==> src/rtl/dmac_pkg.sv <==
// Package: shared register map, bit positions and state types of the
// double-buffered DMA channel. Assumes an 8-bit register offset bus and a
// 32-bit register data bus.
package dmac_pkg;
    localparam int REG_AW = 8;
    localparam int REG_DW = 32;
    localparam int BYTE_W = 8;

    localparam logic [REG_AW-1:0] OFF_CTRL = 8'h00;
    localparam logic [REG_AW-1:0] OFF_FLAG = 8'h04;
    localparam logic [REG_AW-1:0] OFF_PORT = 8'h08;
    localparam logic [REG_AW-1:0] OFF_STAT = 8'h0C;
    localparam logic [REG_AW-1:0] OFF_REM  = 8'h14;
    localparam logic [REG_AW-1:0] OFF_CNT0 = 8'h20;
    localparam logic [REG_AW-1:0] OFF_BAS0 = 8'h24;
    localparam logic [REG_AW-1:0] OFF_CNT1 = 8'h30;
    localparam logic [REG_AW-1:0] OFF_BAS1 = 8'h34;

    localparam int BIT_STALL = 0;
    localparam int BIT_NFB   = 1;
    localparam int BIT_ERR   = 3;
    localparam int BIT_EN    = 4;
    localparam int STAT_LSB  = 4;

    typedef enum logic [1:0] {
        ST_IDLE  = 2'd0,
        ST_STALL = 2'd1,
        ST_ON    = 2'd2,
        ST_NEXT  = 2'd3
    } chan_state_e;

    typedef enum logic [1:0] {
        MV_IDLE = 2'd0,
        MV_MEM  = 2'd1,
        MV_GIVE = 2'd2
    } mover_ph_e;

    // Offset of a slot's count (is_base=0) or base (is_base=1) register.
    function automatic logic [REG_AW-1:0] slot_reg(input logic slot, input logic is_base);
        logic [REG_AW-1:0] off;
        off = slot ? OFF_CNT1 : OFF_CNT0;
        if (is_base) off = off + 8'h04;
        return off;
    endfunction
endpackage

==> src/rtl/dmac_slot_fsm.sv <==
// Slot and occupancy sequencer: stores the two descriptors, keeps the load
// pointer and the active slot, and runs the idle/stall/on/next machine.
// Assumes the byte mover reports completion through `done` only while a
// buffer is armed, and that it accepts a `start` in the same cycle.
module dmac_slot_fsm
    import dmac_pkg::*;
#(
    parameter int ADDR_W = 16,
    parameter int CNT_W  = 16
) (
    input  logic                         clk,
    input  logic                         rst_n,
    input  logic                         reg_wr,
    input  logic [REG_AW-1:0]            reg_addr,
    input  logic [REG_DW-1:0]            reg_wdata,
    input  logic                         enable,
    input  logic                         done,
    output chan_state_e                  state,
    output logic [1:0][CNT_W-1:0]        slot_cnt,
    output logic [1:0][ADDR_W-1:0]       slot_base,
    output logic                         start,
    output logic [CNT_W-1:0]             start_cnt,
    output logic [ADDR_W-1:0]            start_base,
    output logic                         ev_stall,
    output logic                         ev_nfb
);
    chan_state_e            st_q, st_d;
    logic [1:0][CNT_W-1:0]  cnt_q;
    logic [1:0][ADDR_W-1:0] base_q;
    logic                   wr_slot_q, act_slot_q, start_slot;
    logic                   can_load, hit_cnt, load;
    logic                   unused_wbits;

    assign unused_wbits = ^reg_wdata;
    assign state     = st_q;
    assign slot_cnt  = cnt_q;
    assign slot_base = base_q;

    // Accept descriptor writes only into the free slot named by the pointer.
    assign can_load = enable && (st_q == ST_STALL || st_q == ST_ON);
    assign hit_cnt  = can_load && reg_wr && (reg_addr == slot_reg(wr_slot_q, 1'b0));
    assign load     = can_load && reg_wr && (reg_addr == slot_reg(wr_slot_q, 1'b1));

    // Next-state, buffer start and interrupt event decode.
    always_comb begin
        st_d       = st_q;
        start      = 1'b0;
        start_slot = wr_slot_q;
        start_cnt  = cnt_q[wr_slot_q];
        start_base = reg_wdata[ADDR_W-1:0];
        ev_stall   = 1'b0;
        ev_nfb     = 1'b0;
        case (st_q)
            ST_IDLE: begin
                if (enable) st_d = ST_STALL;
            end
            ST_STALL: begin
                if (load) begin
                    st_d  = ST_ON;
                    start = 1'b1;
                end else if (!enable) begin
                    st_d = ST_IDLE;
                end
            end
            ST_ON: begin
                if (done && load) begin
                    start  = 1'b1;
                    ev_nfb = 1'b1;
                end else if (done) begin
                    st_d     = ST_STALL;
                    ev_stall = 1'b1;
                end else if (load) begin
                    st_d = ST_NEXT;
                end
            end
            ST_NEXT: begin
                if (done) begin
                    st_d       = ST_ON;
                    start      = 1'b1;
                    start_slot = ~act_slot_q;
                    start_cnt  = cnt_q[~act_slot_q];
                    start_base = base_q[~act_slot_q];
                    ev_nfb     = 1'b1;
                end
            end
            default: st_d = ST_IDLE;
        endcase
    end

    // State, descriptor storage and slot pointers.
    always_ff @(posedge clk) begin
        if (!rst_n) begin
            st_q       <= ST_IDLE;
            cnt_q      <= '0;
            base_q     <= '0;
            wr_slot_q  <= 1'b0;
            act_slot_q <= 1'b0;
        end else begin
            st_q <= st_d;
            if (hit_cnt) cnt_q[wr_slot_q] <= reg_wdata[CNT_W-1:0];
            if (load) begin
                base_q[wr_slot_q] <= reg_wdata[ADDR_W-1:0];
                wr_slot_q         <= ~wr_slot_q;
            end
            if (start) act_slot_q <= start_slot;
            if (st_d == ST_IDLE) begin
                wr_slot_q  <= 1'b0;
                act_slot_q <= 1'b0;
            end
        end
    end


    idle_exit_chk: assert property (@(posedge clk) disable iff (!rst_n)
        (st_q == ST_IDLE) |=> (st_q == ST_IDLE || st_q == ST_STALL));

    stall_event_chk: assert property (@(posedge clk) disable iff (!rst_n)
        ev_stall |=> (st_q == ST_STALL));

    nfb_event_chk: assert property (@(posedge clk) disable iff (!rst_n)
        ev_nfb |=> (st_q == ST_ON));

    load_step_chk: assert property (@(posedge clk) disable iff (!rst_n)
        (load && !done && st_q == ST_STALL) |=> (st_q == ST_ON));
endmodule

==> src/rtl/dmac_mover.sv <==
// Byte mover: for the armed buffer, waits for a peripheral request, reads one
// byte from memory and hands it over with a one-cycle acknowledge, counting
// errored bytes as moved. Assumes `start` only arrives when idle or on `done`.
module dmac_mover
    import dmac_pkg::*;
#(
    parameter int ADDR_W = 16,
    parameter int CNT_W  = 16
) (
    input  logic               clk,
    input  logic               rst_n,
    input  logic               start,
    input  logic [CNT_W-1:0]   start_cnt,
    input  logic [ADDR_W-1:0]  start_base,
    input  logic               per_req,
    output logic               per_ack,
    output logic [BYTE_W-1:0]  per_data,
    output logic               mem_req,
    output logic [ADDR_W-1:0]  mem_addr,
    input  logic [BYTE_W-1:0]  mem_rdata,
    input  logic               mem_ack,
    input  logic               mem_err,
    output logic               done,
    output logic               ev_err,
    output logic [CNT_W-1:0]   rem
);
    mover_ph_e          ph_q;
    logic               armed_q, ack_q;
    logic [CNT_W-1:0]   rem_q;
    logic [ADDR_W-1:0]  addr_q;
    logic [BYTE_W-1:0]  data_q;

    assign done     = armed_q && (rem_q == '0) && (ph_q == MV_IDLE);
    assign ev_err   = (ph_q == MV_MEM) && mem_err;
    assign mem_req  = (ph_q == MV_MEM);
    assign mem_addr = addr_q;
    assign per_ack  = ack_q;
    assign per_data = data_q;
    assign rem      = rem_q;

    // Per-byte handshake sequencing and buffer arming.
    always_ff @(posedge clk) begin
        if (!rst_n) begin
            ph_q    <= MV_IDLE;
            armed_q <= 1'b0;
            ack_q   <= 1'b0;
            rem_q   <= '0;
            addr_q  <= '0;
            data_q  <= '0;
        end else begin
            ack_q <= 1'b0;
            case (ph_q)
                MV_IDLE: begin
                    if (armed_q && rem_q != '0 && per_req) ph_q <= MV_MEM;
                end
                MV_MEM: begin
                    if (mem_err) begin
                        rem_q  <= rem_q - 1'b1;
                        addr_q <= addr_q + 1'b1;
                        ph_q   <= MV_IDLE;
                    end else if (mem_ack) begin
                        data_q <= mem_rdata;
                        ack_q  <= 1'b1;
                        rem_q  <= rem_q - 1'b1;
                        addr_q <= addr_q + 1'b1;
                        ph_q   <= MV_GIVE;
                    end
                end
                MV_GIVE: ph_q <= MV_IDLE;
                default: ph_q <= MV_IDLE;
            endcase
            if (done && !start) armed_q <= 1'b0;
            if (start) begin
                armed_q <= 1'b1;
                rem_q   <= start_cnt;
                addr_q  <= start_base;
            end
        end
    end


    ack_pulse_chk: assert property (@(posedge clk) disable iff (!rst_n)
        per_ack |=> !per_ack);

    start_quiet_chk: assert property (@(posedge clk) disable iff (!rst_n)
        start |-> (ph_q == MV_IDLE && (!armed_q || done)));

    rem_step_chk: assert property (@(posedge clk) disable iff (!rst_n)
        (mem_req && (mem_ack || mem_err) && !start) |=> (rem_q == $past(rem_q) - CNT_W'(1)));
endmodule

==> src/rtl/dmac_regs.sv <==
// Register file: control bits, port select, sticky interrupt flags with
// write-one-to-clear, the read-back mux and the combined interrupt level.
// Assumes event inputs are single-cycle pulses from the sequencer and mover.
module dmac_regs
    import dmac_pkg::*;
#(
    parameter int ADDR_W = 16,
    parameter int CNT_W  = 16,
    parameter int PORT_W = 4
) (
    input  logic                    clk,
    input  logic                    rst_n,
    input  logic                    reg_wr,
    input  logic [REG_AW-1:0]       reg_addr,
    input  logic [REG_DW-1:0]       reg_wdata,
    output logic [REG_DW-1:0]       reg_rdata,
    input  chan_state_e             state,
    input  logic [CNT_W-1:0]        rem,
    input  logic [1:0][CNT_W-1:0]   slot_cnt,
    input  logic [1:0][ADDR_W-1:0]  slot_base,
    input  logic                    ev_stall,
    input  logic                    ev_nfb,
    input  logic                    ev_err,
    output logic                    enable,
    output logic [PORT_W-1:0]       port_sel,
    output logic                    irq
);
    logic              en_stall_q, en_nfb_q, en_err_q, enable_q;
    logic              fl_stall_q, fl_nfb_q, fl_err_q;
    logic [PORT_W-1:0] port_q;
    logic              wr_ctrl, wr_flag, wr_port;
    logic              unused_wbits;

    assign unused_wbits = ^reg_wdata;
    assign wr_ctrl  = reg_wr && (reg_addr == OFF_CTRL);
    assign wr_flag  = reg_wr && (reg_addr == OFF_FLAG);
    assign wr_port  = reg_wr && (reg_addr == OFF_PORT);
    assign enable   = enable_q;
    assign port_sel = port_q;
    assign irq      = (fl_stall_q && en_stall_q) || (fl_nfb_q && en_nfb_q) || (fl_err_q && en_err_q);

    // Control and port select storage.
    always_ff @(posedge clk) begin
        if (!rst_n) begin
            en_stall_q <= 1'b0;
            en_nfb_q   <= 1'b0;
            en_err_q   <= 1'b0;
            enable_q   <= 1'b0;
            port_q     <= '0;
        end else begin
            if (wr_ctrl) begin
                en_stall_q <= reg_wdata[BIT_STALL];
                en_nfb_q   <= reg_wdata[BIT_NFB];
                en_err_q   <= reg_wdata[BIT_ERR];
                enable_q   <= reg_wdata[BIT_EN];
            end
            if (wr_port) port_q <= reg_wdata[PORT_W-1:0];
        end
    end

    // Sticky flags: an event sets, a written 1 clears, the event wins.
    always_ff @(posedge clk) begin
        if (!rst_n) begin
            fl_stall_q <= 1'b0;
            fl_nfb_q   <= 1'b0;
            fl_err_q   <= 1'b0;
        end else begin
            fl_stall_q <= ev_stall || (fl_stall_q && !(wr_flag && reg_wdata[BIT_STALL]));
            fl_nfb_q   <= ev_nfb   || (fl_nfb_q   && !(wr_flag && reg_wdata[BIT_NFB]));
            fl_err_q   <= ev_err   || (fl_err_q   && !(wr_flag && reg_wdata[BIT_ERR]));
        end
    end

    // Read-back multiplexer.
    always_comb begin
        reg_rdata = '0;
        case (reg_addr)
            OFF_CTRL: begin
                reg_rdata[BIT_STALL] = en_stall_q;
                reg_rdata[BIT_NFB]   = en_nfb_q;
                reg_rdata[BIT_ERR]   = en_err_q;
                reg_rdata[BIT_EN]    = enable_q;
            end
            OFF_FLAG: begin
                reg_rdata[BIT_STALL] = fl_stall_q;
                reg_rdata[BIT_NFB]   = fl_nfb_q;
                reg_rdata[BIT_ERR]   = fl_err_q;
            end
            OFF_PORT: reg_rdata = REG_DW'(port_q);
            OFF_STAT: reg_rdata[STAT_LSB +: 2] = state;
            OFF_REM:  reg_rdata = REG_DW'(rem);
            OFF_CNT0: reg_rdata = REG_DW'(slot_cnt[0]);
            OFF_BAS0: reg_rdata = REG_DW'(slot_base[0]);
            OFF_CNT1: reg_rdata = REG_DW'(slot_cnt[1]);
            OFF_BAS1: reg_rdata = REG_DW'(slot_base[1]);
            default:  reg_rdata = '0;
        endcase
    end


    err_set_chk: assert property (@(posedge clk) disable iff (!rst_n)
        ev_err |=> fl_err_q);

    err_hold_chk: assert property (@(posedge clk) disable iff (!rst_n)
        (fl_err_q && !wr_flag) |=> fl_err_q);

    irq_mask_chk: assert property (@(posedge clk) disable iff (!rst_n)
        (!en_stall_q && !en_nfb_q && !en_err_q) |-> !irq);
endmodule

==> src/rtl/dbuf_dma_chan.sv <==
// Top: double-buffered memory-to-peripheral DMA channel. Connects the
// register file, the slot/occupancy sequencer and the byte mover. Assumes a
// memory port that answers each request with one ack or error pulse.
module dbuf_dma_chan
    import dmac_pkg::*;
#(
    parameter int ADDR_W = 16,
    parameter int CNT_W  = 16,
    parameter int PORT_W = 4
) (
    input  logic                 clk,
    input  logic                 rst_n,
    input  logic                 reg_wr,
    input  logic [REG_AW-1:0]    reg_addr,
    input  logic [REG_DW-1:0]    reg_wdata,
    output logic [REG_DW-1:0]    reg_rdata,
    output logic                 mem_req,
    output logic [ADDR_W-1:0]    mem_addr,
    input  logic [BYTE_W-1:0]    mem_rdata,
    input  logic                 mem_ack,
    input  logic                 mem_err,
    input  logic                 per_req,
    output logic                 per_ack,
    output logic [BYTE_W-1:0]    per_data,
    output logic [PORT_W-1:0]    per_port,
    output logic                 irq
);
    chan_state_e            state;
    logic [1:0][CNT_W-1:0]  slot_cnt;
    logic [1:0][ADDR_W-1:0] slot_base;
    logic                   enable, done, start, ev_stall, ev_nfb, ev_err;
    logic [CNT_W-1:0]       start_cnt, rem;
    logic [ADDR_W-1:0]      start_base;

    dmac_regs #(.ADDR_W(ADDR_W), .CNT_W(CNT_W), .PORT_W(PORT_W)) u_regs (
        .clk(clk), .rst_n(rst_n), .reg_wr(reg_wr), .reg_addr(reg_addr),
        .reg_wdata(reg_wdata), .reg_rdata(reg_rdata), .state(state), .rem(rem),
        .slot_cnt(slot_cnt), .slot_base(slot_base), .ev_stall(ev_stall),
        .ev_nfb(ev_nfb), .ev_err(ev_err), .enable(enable), .port_sel(per_port),
        .irq(irq)
    );

    dmac_slot_fsm #(.ADDR_W(ADDR_W), .CNT_W(CNT_W)) u_seq (
        .clk(clk), .rst_n(rst_n), .reg_wr(reg_wr), .reg_addr(reg_addr),
        .reg_wdata(reg_wdata), .enable(enable), .done(done), .state(state),
        .slot_cnt(slot_cnt), .slot_base(slot_base), .start(start),
        .start_cnt(start_cnt), .start_base(start_base), .ev_stall(ev_stall),
        .ev_nfb(ev_nfb)
    );

    dmac_mover #(.ADDR_W(ADDR_W), .CNT_W(CNT_W)) u_mover (
        .clk(clk), .rst_n(rst_n), .start(start), .start_cnt(start_cnt),
        .start_base(start_base), .per_req(per_req), .per_ack(per_ack),
        .per_data(per_data), .mem_req(mem_req), .mem_addr(mem_addr),
        .mem_rdata(mem_rdata), .mem_ack(mem_ack), .mem_err(mem_err),
        .done(done), .ev_err(ev_err), .rem(rem)
    );
endmodule

==> config.mk <==
export PLATFORM = sky130hd
export DESIGN_NAME = dbuf_dma_chan
export DESIGN_NICKNAME = d
export VERILOG_FILES = /design/src/rtl/dmac_pkg.sv /design/src/rtl/dmac_slot_fsm.sv /design/src/rtl/dmac_mover.sv /design/src/rtl/dmac_regs.sv /design/src/rtl/dbuf_dma_chan.sv
export SDC_FILE = /design/constraint.sdc
export NUM_CORES = 1
export LEC_CHECK = 0
export BUFFER_PORTS_ARGS = -buffer_cell sky130_fd_sc_hd__buf_2
export CAP_MARGIN = 15
export CORE_UTILIZATION = 56
export CTS_BUF_LIST = sky130_fd_sc_hd__clkbuf_8
export DETAILED_ROUTE_END_ITERATION = 7
export PLACE_DENSITY = 0.91
export SKIP_CTS_REPAIR_TIMING = 1
export SLEW_MARGIN = 20
export SYNTH_ARGS = -nofsm -noshare
export SYNTH_HDL_FRONTEND = slang
export SYNTH_SLANG_ARGS = --single-unit
==> constraint.sdc <==
create_clock -name clk -period 3.7 [get_ports clk]
set_input_delay 0.37 -clock clk [delete_from_list [all_inputs] [get_ports clk]]
set_output_delay 0.37 -clock clk [all_outputs]
set_load 0.01 [all_outputs]
# ---- Word level (Yosys, flattened, before mapping)
# Cells that the tools add are included.
dict set report totals {
  mem_bits_rw 0
  out_inout_bits 63
  rom_bits 0
  latchBits 0
  inputBits 54
  memories 0
  regBits 123
  word_cells 149
}
dict set report op_classes {
  n_eq_ne 16
  reduce_logical 48
  n_shift 0
  div_mod_pow 0
  n_mux 53
  bitwise_logic 5
  n_addsub 3
  mul 0
  n_lt_le_gt_ge 3
}
# cell count
set ops {}
lappend ops {{$mux 16} 19}
lappend ops {{$bwmux 32} 2}
lappend ops {{$pmux 10 s5} 1}
lappend ops {{$eq 8x6->1 const B} 4}
lappend ops {{$logic_and 1x1->1} 24}
lappend ops {{$mux 2} 10}
lappend ops {{$add 16x1->16 const B} 1}
lappend ops {{$demux 16 s1} 1}
lappend ops {{$eq 8x4->1 const B} 2}
lappend ops {{$eq 8x8->1} 2}
lappend ops {{$logic_not 16->1} 1}
lappend ops {{$pmux 2 s8} 1}
lappend ops {{$reduce_bool 16->1} 1}
lappend ops {{$sub 16x1->16 const B} 1}
lappend ops {{$pmux 1 s6} 2}
lappend ops {{$mux 1} 10}
lappend ops {{$add 8x3->8 const B} 1}
lappend ops {{$eq 8x3->1 const B} 1}
lappend ops {{$eq 8x5->1 const B} 1}
lappend ops {{$logic_not 8->1} 1}
lappend ops {{$pmux 1 s8} 1}
lappend ops {{$pmux 2 s4} 1}
lappend ops {{$pmux 1 s7} 1}
lappend ops {{$logic_not 2->1} 3}
lappend ops {{other kinds (19)} 36}

# ---- Logic depth before layout (Yosys ltp)
dict set report logic_depth {
  word_depth 12
  depth_mapped 11
  ltp_nobuf 8
}

# ---- Hierarchy
# A second synthesis with hierarchy kept.
dict set report hier_totals {
  cells_unflattened 816
  hier_area_um2 6844.1
}
# module area_per_inst_um2 instances seq_area_each_um2 cells_each
set modules_own_cells {}
lappend modules_own_cells {dmac_slot_fsm 3313.2 1 1361.3 385}
lappend modules_own_cells {dmac_mover 2178.3 1 880.8 273}
lappend modules_own_cells {dmac_regs 1352.5 1 220.2 158}

# ---- Least setup slack after synthesis
# No wires, ideal clock.
dict set report synth_timing {
  path_type {flip-flop to flip-flop}
  from {register u_mover.rem_q[2], in the netlist u_mover.rem[2]}
  to {register u_mover.rem_q[10], in the netlist u_mover.rem[10]}
  t_arrival_ns 2.568
  path_stages_with_launch 10
  path_slack_ns 1.058
  setup_time_ns 0.074
  t_required_ns 3.626
  cell_sequence {dfxtp_1 -> or4_1 -> buf_2 -> nor3_4 -> and4_1 -> buf_4 -> mux2i_1 -> clkbuf_1 -> nand2_1 -> a31oi_1}
}
dict set report synth_between {
  elab_chain_len 8
  elab_cells_between_ends 17
  classes_between {1 x add/sub; 9 x mux; 7 x reduce/logical}
}
# element line
set synth_rtl {}
lappend synth_rtl {{start, declared} dmac_mover.sv:29} ;# logic [CNT_W-1:0] rem_q;
lappend synth_rtl {{start signal, assigned} dmac_mover.sv:58} ;# rem_q <= rem_q - 1'b1;
lappend synth_rtl {{start signal, assigned} dmac_mover.sv:64} ;# rem_q <= rem_q - 1'b1;
lappend synth_rtl {{start signal, assigned} dmac_mover.sv:75} ;# rem_q <= start_cnt;
lappend synth_rtl {{parallel branches: the longest is 8 deep, another holds $sub 16x1->16} n/a}
# Parallel ways; which one is timed is not known. The select of a mux whose other input is x is not followed.
# A chain may end at the register's enable or synchronous reset.

# ---- Worst setup path in the final report
dict set report layout_timing {
  from {register u_mover.rem_q[2], in the netlist u_mover.rem[2]}
  to {register u_mover.rem_q[2], in the netlist u_mover.rem[2]}
}
# The elaborated chain is that of the path after synthesis.

==> reports/metrics.sh <==
OUTCOME='finished, violations left'
VIOLATIONS='DRC'
FP.DIEW_UM=111
ANT_NETS=0
TIMING.CRITICAL_PATH.FANOUT_MAX=28
FIN_WS_PS=576
GRT_ANTENNA_BEFORE_REPAIR=0
SYN_INST=806
CTS_ROOT_BUFFER='sky130_fd_sc_hd__clkbuf_8'
INSERTION_DELAY_PS=450
FINAL_PERIOD_MINUS_WORST_SETUP_SLACK_PS=3120
MAXCAP_VIOLATIONS=0
START_UTIL=0.577
PLACE.GP.CONGESTION=0.900
POST-PLACE-WS_PS=705
SYNTH.LIB_CELLS_USED.DISTINCT=58
TRITONCTS_NUM_SINKS=123
DRT-VIAS-PER-INSTANCE=6.32
POWER_PER_CELL_AREA_mW_PER_MM2=375
FINAL_WORST_PATH_PERIOD_SHARE=0.844
TIMING.CRITICAL_PATH.CELLS='or4_1 -> or3_1 -> nor3_1 -> a211o_2 -> buf_4 -> o21ai_0 -> a31oi_1'
EDFF_COUNT_SYNTH=0
GRT_OVERFLOW=0
SYNTH_TOP_CELLS_BY_COUNT='123 x sky130_fd_sc_hd__dfxtp_1, 114 x sky130_fd_sc_hd__nand2_1, 79 x sky130_fd_sc_hd__nor2_1, 67 x sky130_fd_sc_hd__mux2i_1, 64 x sky130_fd_sc_hd__a21oi_1'
PORT-BUFFER-COUNT=84
WIRE_PER_INST_UM=18.4
DRT-PASS1-ITER-COUNT=8
NUMBER_OF_BUFFERS_CREATED_BY_CTS=17
WORST_SLEW_MARGIN_REL=0.398
UNREPAIRED_SETUP_ENDPOINTS_AFTER_GLOBAL_ROUTING='no'
NUM_VIAS=6455
CRIT_REQUIRED_PS=4060
REG2REG_SLACK_PS=580
DRT-TOTAL-WL_MM=18.8
POST_SYNTH.CELL_AREA_AVG_UM2=8.25
ROWS=39
REG2REG_FROM='u_mover.rem[2]'
CLOCK_TREE.BUFFER_DEPTH=2
STATIC-LEAKAGE-POWER_nW=2.96
SYNTH-MAIN-FF-CELL='sky130_fd_sc_hd__dfxtp_1'
ANTENNADIODECOUNT=0
GRT_FIRST_PASS_WIRELENGTH_MM=30.2
SETUP.WORST_PATH.END_CLASS='flip-flop'
TIMING.CRITICAL_PATH.BUF_INV=1
DESIGN.FINAL.NETS=927
NETLIST_AREA_MM2=0.00665
CP_SLOWEST_STAGE_DELAY_PS=690
SYN2LAYOUT_AREA_GROWTH_PCT=13.3
SIGNAL_ARRIVAL_TIME_AT_THE_WORST_ENDPOINT_PS=3490
WORSTSETUPPATHDEPTH=7
GRTUSAGETOTAL=0.310
HOLD_VIO_CNT_FINAL=0
TIMING.REG2REG.WORST_PATH_DEPTH=7
HTREE_LEVELS=4
MAX_SLEW.WORST_PIN.SLEW_PS=902
PIN_COUNT=117
PATH_DELAY_FAMILY='simple AND/OR/NAND/NOR gates'
WORST_SETUP_HOLD_PATH_CLK_SLEW_PS=70
WORST_SETUP_PATH_START_KIND='flip-flop'
FINAL_SETUP_FAILS=0
YOSYSWARNINGS=0
DESIGN.DIE.AREA_MM2=0.0123
REG2REG_TO='u_mover.rem[2]'
CTS_TREE='done'
TIMING_WORST_SETUP_PATH_TYPE='flip-flop to flip-flop'
SYNTH_SEQ_AREA_SHARE=0.370
DP.FINAL_HPWL_MM=12.6
TIMING.CRITICAL_PATH.SLOWEST_STAGE_CELL='sky130_fd_sc_hd__or4_1'
AREA_FRACTION_OF_THE_DOMINANT_CELL_TYPE_AFTER_SYNTHESIS=0.370
DIE_H_UM=111
HOLD_PATH_CLASS='primary input to flip-flop'
CRITPATHCAPTURE='u_mover.rem[2]'
YOSYS.CELL_COUNT.TOP_TYPE='sky130_fd_sc_hd__dfxtp_1'
FINAL.SETUP_SKEW_PS=6.58
ASYNC_S_R_FF_SHARE_SYNTH=0
WORSTSETUPSTARTPOINT='u_mover.rem[2]'
VDD.IR_DROP.WORST_mV=0.281
DRC=8
FINAL_CELL_AREA_MM2=0.00753
SLEW_VIOLATIONS=0
GRT_START_MAX_NET_PINS=61
FINAL.SETUP.TNS_PS=0
SYNTH_SEQ_CELLS=123
VIA_COUNT_OF_THE_FIRST_GLOBAL_ROUTING_PASS=6080
YOSYSTOPAREACELL='sky130_fd_sc_hd__dfxtp_1'
CORE_REGION_AREA_MM2=0.0115
FMAXACHIEVABLE_MHz=320
YOSYS-TOP-CELLS-AREA='sky130_fd_sc_hd__dfxtp_1 37%, sky130_fd_sc_hd__mux2i_1 10%, sky130_fd_sc_hd__nand2_1 6.4%, sky130_fd_sc_hd__a21oi_1 4.8%, sky130_fd_sc_hd__nor2_1 4.5%'
DR.FIRST_ITER.DRC_COUNT=810
DRIVE_GT1_FRAC=0.201
DPL_CELL_AREA_MM2=0.00707
-- routing by layer --
metal | routed length [um] | up-vias | part of all wire | global-route usage
li1 | - | 2946 | - | -
met1 | 7350 | 3026 | 0.39 | 0.382
met2 | 8990 | 405 | 0.48 | 0.500
met3 | 1830 | 78 | 0.097 | 0.0683
met4 | 629 | 0 | 0.033 | 0.175
met5 | 0 | - | 0 | 0
-- registers in the layout (all words and copies together), names as in the netlist --
name / flops
u_mover.armed_q: 1
u_mover.mem_addr: 16
u_mover.per_ack: 1
u_mover.per_data: 8
u_mover.ph_q: 2
u_mover.rem: 16
u_regs.en_err_q: 1
u_regs.en_nfb_q: 1
u_regs.en_stall_q: 1
u_regs.enable: 1
u_regs.fl_err_q: 1
u_regs.fl_nfb_q: 1
u_regs.fl_stall_q: 1
u_regs.port_sel: 4
u_seq.act_slot_q: 1
u_seq.slot_base: 32
u_seq.slot_cnt: 32
u_seq.state: 2
u_seq.wr_slot_q: 1
-- cell usage in the layout (no fill, tap or decap), drive strengths merged, types with 8 or more instances in the layout --
master    instances
xor2             11
nand3            41
clkinvlp          8
nand2           114
nor2             79
a211oi           15
a31oi            17
o21ai            42
nor3              8
clkbuf           17
mux2             24
xnor2            21
dfxtp           123
conb             16
buf             100
a21oi            64
mux2i            67
inv              10
and3              9
-- how the worst min path moves through the flow --
stage | from | end | depth (start not counted)
after floorplan | u_seq.slot_base[17] | u_seq.slot_base[17] | 2
after global placement | u_mover.per_data[0] | u_mover.per_data[0] | 2
after detailed placement | u_mover.per_data[3] | u_mover.per_data[3] | 2
after CTS | mem_rdata[4] | u_mover.per_data[4] | 3
after global routing | mem_rdata[5] | u_mover.per_data[5] | 3
final | mem_rdata[4] | u_mover.per_data[4] | 3
-- worst min-delay path: stages --
cell and delay [ps]:
sky130_fd_sc_hd__buf_2 90, sky130_fd_sc_hd__nand2_1 50, sky130_fd_sc_hd__a21oi_1 50
-- through the flow --
stage                     hold WS (ps)  utilization  cells  power (W)
after floorplan                    443            -    821    0.00144
after global placement             439        0.614    990    0.00148
after detailed placement           449        0.614    990    0.00148
after CTS                          141        0.654   1022    0.00282
after global routing               156        0.654   1022    0.00290
final                              149        0.654   1022    0.00282
-- logic make-up (layout without fill, tap and decap cells) --
group                      Yosys count  after routing  share of synthesized area
AOI/OAI and AO/OA                  175            175                      0.167
muxes                               91             91                      0.142
buffers and inverters               85            143                     0.0644
xor gates and xnor gates            32             32                     0.0422
adders and majority gates            7              7                     0.0132
other                                1             16                   0.000564
DFF                                123            123                      0.370
and+or+nand+nor                    292            292                      0.200
-- power by group --
part / leakage (nW) / switching, W / internal (W)
Clock: 0.202 / 0.000568 / 0.000798
Sequential: 0.990 / 0.00000274 / 0.00132
Combinational: 1.77 / 0.0000928 / 0.0000362
Total: 2.96 / 0.000664 / 0.00216
-- layout make-up --
class,instances,area (um^2)
well taps,143,179
clock inverters,15,224
multi-input cells,613,3830
clock buffers,17,234
flip-flops and latches,123,2460
fillers,901,3990
inverters,11,42.5
repair buffers,100,553
No activity file was read; power rests on OpenSTA's default activity.
